[config.mk]
export PLATFORM = sky130hd
export DESIGN_NAME = icc_top
export DESIGN_NICKNAME = d
export VERILOG_FILES = /design/src/rtl/icc_pkg.sv /design/src/rtl/icc_ctrl.sv /design/src/rtl/icc_datapath.sv /design/src/rtl/icc_top.sv
export SDC_FILE = /design/constraint.sdc
export NUM_CORES = 1
export LEC_CHECK = 0
export ABC_AREA = 1
export CORE_ASPECT_RATIO = 0.6
export CORE_MARGIN = 2
export CORE_UTILIZATION = 35
export DETAILED_ROUTE_END_ITERATION = 10
export HOLD_SLACK_MARGIN = 0.05
export PLACE_DENSITY = 0.75
export SYNTH_ARGS = -nofsm -noshare
export SYNTH_HDL_FRONTEND = slang
export SYNTH_SLANG_ARGS = --single-unit
[constraint.sdc]
create_clock -name clk -period 1.1 [get_ports clk]
set_input_delay 0.22 -clock clk [delete_from_list [all_inputs] [get_ports clk]]
set_output_delay 0.22 -clock clk [all_outputs]
set_load 0.05 [all_outputs]
[src/rtl/icc_pkg.sv]
package icc_pkg;

  typedef enum logic {
    SEL_CAUSE = 1'b0,
    SEL_MASK  = 1'b1
  } regSel_e;

  typedef struct packed {
    logic causeWr;
    logic maskWr;
  } iccStrobe_t;

endpackage

[src/rtl/icc_ctrl.sv]
module icc_ctrl
  import icc_pkg::*;
(
  input  logic       wrEn,
  input  logic       wrSel,
  output iccStrobe_t strobe
);

  always_comb begin
    strobe         = '0;
    strobe.causeWr = wrEn && (regSel_e'(wrSel) == SEL_CAUSE);
    strobe.maskWr  = wrEn && (regSel_e'(wrSel) == SEL_MASK);
  end

endmodule

[src/rtl/icc_datapath.sv]
module icc_datapath
  import icc_pkg::*;
#(
  parameter int NUM_CH  = 2,
  parameter int FIELD_W = 16,
  parameter int ERR_LO  = 5,
  parameter int ERR_HI  = 9,
  localparam int REG_W  = NUM_CH * FIELD_W,
  localparam int ERR_W  = ERR_HI - ERR_LO + 1
) (
  input  logic              clk,
  input  logic              rstN,
  input  iccStrobe_t        strobe,
  input  logic [REG_W-1:0]  evtIn,
  input  logic [REG_W-1:0]  wrData,
  output logic [REG_W-1:0]  causeQ,
  output logic [REG_W-1:0]  maskQ,
  output logic [NUM_CH-1:0] irqOut,
  output logic [NUM_CH-1:0] errOut
);

  logic [REG_W-1:0] keepBits;
  logic [REG_W-1:0] causeNext;

  // zero in a written cause bit clears it; new events override the clear
  always_comb begin
    keepBits  = strobe.causeWr ? wrData : '1;
    causeNext = (causeQ & keepBits) | evtIn;
  end

  always_ff @(posedge clk or negedge rstN) begin
    if (!rstN) begin
      causeQ <= '0;
      maskQ  <= '0;
    end else begin
      causeQ <= causeNext;
      if (strobe.maskWr) maskQ <= wrData;
    end
  end

  for (genvar c = 0; c < NUM_CH; c++) begin : g_chan
    logic [FIELD_W-1:0] chCause;
    logic [FIELD_W-1:0] chMask;
    logic [ERR_W-1:0]   chErr;
    assign chCause   = causeQ[c*FIELD_W +: FIELD_W];
    assign chMask    = maskQ[c*FIELD_W +: FIELD_W];
    assign chErr     = chCause[ERR_LO +: ERR_W];
    assign irqOut[c] = |(chCause & chMask);
    assign errOut[c] = |chErr;
  end

endmodule

[src/rtl/icc_top.sv]
module icc_top
  import icc_pkg::*;
#(
  parameter int NUM_CH  = 2,
  parameter int FIELD_W = 16,
  parameter int ERR_LO  = 5,
  parameter int ERR_HI  = 9,
  localparam int REG_W  = NUM_CH * FIELD_W
) (
  input  logic              clk,
  input  logic              rstN,
  input  logic [REG_W-1:0]  evtIn,
  input  logic              wrEn,
  input  logic              wrSel,
  input  logic [REG_W-1:0]  wrData,
  output logic [REG_W-1:0]  causeOut,
  output logic [REG_W-1:0]  maskOut,
  output logic [NUM_CH-1:0] irqOut,
  output logic [NUM_CH-1:0] errOut
);

  iccStrobe_t strobe;

  icc_ctrl u_ctrl (
    .wrEn   (wrEn),
    .wrSel  (wrSel),
    .strobe (strobe)
  );

  icc_datapath #(
    .NUM_CH  (NUM_CH),
    .FIELD_W (FIELD_W),
    .ERR_LO  (ERR_LO),
    .ERR_HI  (ERR_HI)
  ) u_dp (
    .clk    (clk),
    .rstN   (rstN),
    .strobe (strobe),
    .evtIn  (evtIn),
    .wrData (wrData),
    .causeQ (causeOut),
    .maskQ  (maskOut),
    .irqOut (irqOut),
    .errOut (errOut)
  );

endmodule

==> summary.txt <==
Outcome
  • Status: complete, but fails checks
  • Failing checks: setup timing

Synthesis
  • Main area contributors after synthesis: dfrtp_1 (55%), nand2_1 (19%), o21ai_2 (9.0%), inv_1 (5.6%), nand3_1 (5.5%)
  • Synth Area in Simple Gates: 26.8%
  • Post-synth top area share: between 50% and 60%
  • Post-synthesis compound-gate area fraction: 9.30%
  • XOR/XNOR share of the synthesized area: 0%
  • Cell variety after synth: 15
  • Largest family of logic cells by synthesized area: simple AND/OR/NAND/NOR gates
  • Mapped Cells: between 300 and 400
  • Synth async-reset ratio: 100%
  • Syn_nets: 417
  • Yosys warns: 0
  • Seq/Total Area, Yosys: 54.6%
  • Count leader, synth: nand2_1
  • Mux share of post-synthesis cell area: 0%
  • Dominant cell type by area after synthesis: dfrtp_1
  • Syn Std Cell Area: about 0.003 mm^2
  • Post-synth EDFFs: 0
  • Ys flop type: dfrtp_1
  • Adder-Cell Fraction of Synth Area: 0%
  • Synthesized area per cell: 8.41 um^2
  • Yosys reg bits: 64
  • Synth cell count leaders: nand2_1 (150), dfrtp_1 (64), inv_1 (44)

Critical path
  • Critical path's largest stage delay: between 0.4 and 0.5 ns
  • WS Path Type: flip-flop to output pin
  • Startpoint type of the worst setup path: flip-flop
  • Worst path slowest cell: dfrtp_2
  • Crit end category: output pin
  • Crit path required time: between 0.8 and 0.9 ns
  • Critical Path AT: about 1.4 ns
  • CP Max Fanout: 2
  • Crit-path cells: nand2_1, nand2_1, inv_1, nand2_1, nor2_2, nand2_2, buf_6
  • Critical Path Most Common Cell: nand2_1

Clock tree
  • CTS Buf Count: 9
  • Worst-Skew Late Latency: 0.33 ns
  • Reg clk slew, reported paths: approximately 0.050 ns
  • CTS tree: done
  • Max Buffers Root-to-Sink: 2
  • Clock Sinks: between 60 and 70
  • H-tree levels: 3
  • CTS Root Cell: clkbuf_16

Floorplanning
  • Die Width: 122 um
  • Cell Rows: 25
  • Num ports: 136
  • Core area: 0.00801 mm^2
  • Die Height: 74.9 um
  • Die footprint: about 0.0092 mm^2
  • Starting Density: 36.6%

GRT
  • Gr usage total: roughly a quarter
  • First-pass GRT wire length: approximately 17 mm
  • Grt total ovfl: 0
  • Initial antenna violation count: 0
  • Number of global-route vias before repair: between 3000 and 4000
  • Largest net degree at the start of global routing: between 60 and 70

Final layout
  • Antenna Cells: 0
  • Nets: roughly 660
  • Fraction of layout instances using a drive strength above 1: ~50%
  • Area growth from synthesis to layout: 120%

STA
  • Setup violators final: 68
  • Period Utilization, post-route: 145%
  • Max-slew headroom: 76.6%
  • Total Negative Setup Slacks: -10.07 ns
  • Unrepaired setup endpoints after global routing: yes
  • Fin crit period: 1.59 ns
  • Setup Skew: 0 ns
  • Max Clk Rate: approximately 0.63 GHz
  • Final hold vios: 0
  • Setup ws final: -0.493 ns
  • Max-slew violation count: 0
  • Tightest Pin Transition: 0.351 ns

Detailed routing
  • WL final: 11.4 mm
  • DRT antenna net count: 0
  • Remaining DRCs: 0
  • Iter 0 DRT Violations: between 200 and 250
  • Avg Vias per Cell: 4.72
  • Via Count: 3297
  • Routed WL per cell: 16.4 um
  • Number of detailed-route iterations in the first pass: 4

Pwr
  • Switching power: 2.79 mW
  • Clock Power Share: 28.8%
  • Pwr dens: between 1000 and 1500 mW/mm^2
  • Peak supply drop: 0.856 mV
  • Sequential power share: ~32%
  • Switching power share of the total: between 30 and 40%
  • Comb power frac: 39.2%
  • Leakage Power: 3.13 nW
  • Int Power: 5.91 mW

Job
  • MaxCap Viol Count: 0

Placement
  • Input/output buffers: ~140
  • GP Congestion: 0.793
  • Hpwl dp: around 7.6 mm
  • DP Worst Slack: -0.319 ns

Min path
  • Worst Hold Class: input pin to flip-flop
[logic make-up after synthesis]
| logic type | count (synthesis) |
|---|---|
| and+or+nand+nor | 194 |
| DFF | 64 |
| buffers and inverters | 59 |
| AOI/OAI and AO/OA | 32 |
[critical path: cells and delay by family, from the launching register on]
family        cells  cell delay (ns)
buf+inv           2             0.22
flops             1             0.41
simple gates      5             0.41
[metal layers]
metal	wire length (um)	track usage, %	part of all wire, %
met1	4430	28.6	39
met2	5950	42.8	52
met3	874	7.65	7.6
met4	177	5.75	1.5
met5	0	0	0
[metrics by stage]
step / hold slack [ns] / total power, mW / instance area, um^2 / cells / util [%]
floorplan: -0.0756 / 4.02 / 3020 / 349 / -
global placement: 0.256 / 5.78 / 5650 / 654 / 70.6
detailed placement: 0.259 / 5.86 / 5650 / 654 / 70.6
CTS: 0.404 / 8.56 / 6220 / 675 / 77.7
global route: 0.413 / 9.01 / 6440 / 698 / 80.5
finish: 0.387 / 8.69 / 6440 / 698 / 80.5
[path summary, 6_finish.rpt]
path | slack [ns] | start | cells past startpoint | end
min | 0.39 | wrEn | 4 | u_dp.causeQ[30]
max in group asynchronous | 0.34 | rstN | 3 | u_dp.maskQ[16]
min reg2reg | 0.58 | u_dp.causeQ[13] | 3 | u_dp.causeQ[13]
max | -0.49 | u_dp.maskQ[11] | 7 | irqOut[0]
max reg2reg | 0.08 | u_dp.causeQ[27] | 5 | u_dp.causeQ[27]
min in group asynchronous | 0.45 | rstN | 3 | u_dp.causeQ[2]
[power by group through the flow]
| stage | registers, mW | logic [mW] | clock network [mW] |
|---|---|---|---|
| 2_1_floorplan | 3.55 | 0.469 | 0 |
| 3_3_place_gp | 2.74 | 3.04 | 0 |
| 3_5_place_dp | 2.76 | 3.10 | 0 |
| 4_1_cts | 2.76 | 3.27 | 2.53 |
| 5_1_grt | 2.80 | 3.58 | 2.63 |
| 6_report | 2.78 | 3.41 | 2.50 |
[flip-flops by register name (all words and copies together) (netlist names)]
name,count
u_dp.causeQ,32
u_dp.maskQ,32
[what timing repair did]
| action | 4_1_cts | 5_1_grt |
|---|---|---|
| pin swaps | 6 | 4 |
| gates resized for setup | 70 | 28 |
| setup endpoints to repair | 68 | 90 |
| hold endpoints to repair | 64 | 0 |
| buffers inserted | 14 | 37 |
| hold buffers | 1 | 0 |
[cell usage in the layout, fill, tap and decap left out, types with 3 or more instances in the layout]
master	instances
inv_1	44
nand3_1	32
dfrtp_2	64
clkdlybuf4s50_1	64
nor2_2	3
buf_12	68
clkbuf_16	9
nand2_1	139
nand2_2	12
buf_6	67
o21ai_2	30
buf_4	37
clkbuf_1	3
[cell type report]
| class | instances | area, um^2 |
|---|---|---|
| Timing Repair Buffer | 241 | 3090 |
| Sequential cell | 64 | 1680 |
| Fill cell | 493 | 1570 |
| Multi-Input combinational cell | 226 | 1110 |
| Clock buffer | 13 | 250 |
| Inverter | 45 | 169 |
| Tap cell | 108 | 135 |
| Clock inverter | 1 | 5.00 |
No activity file was read; power rests on OpenSTA's default activity.
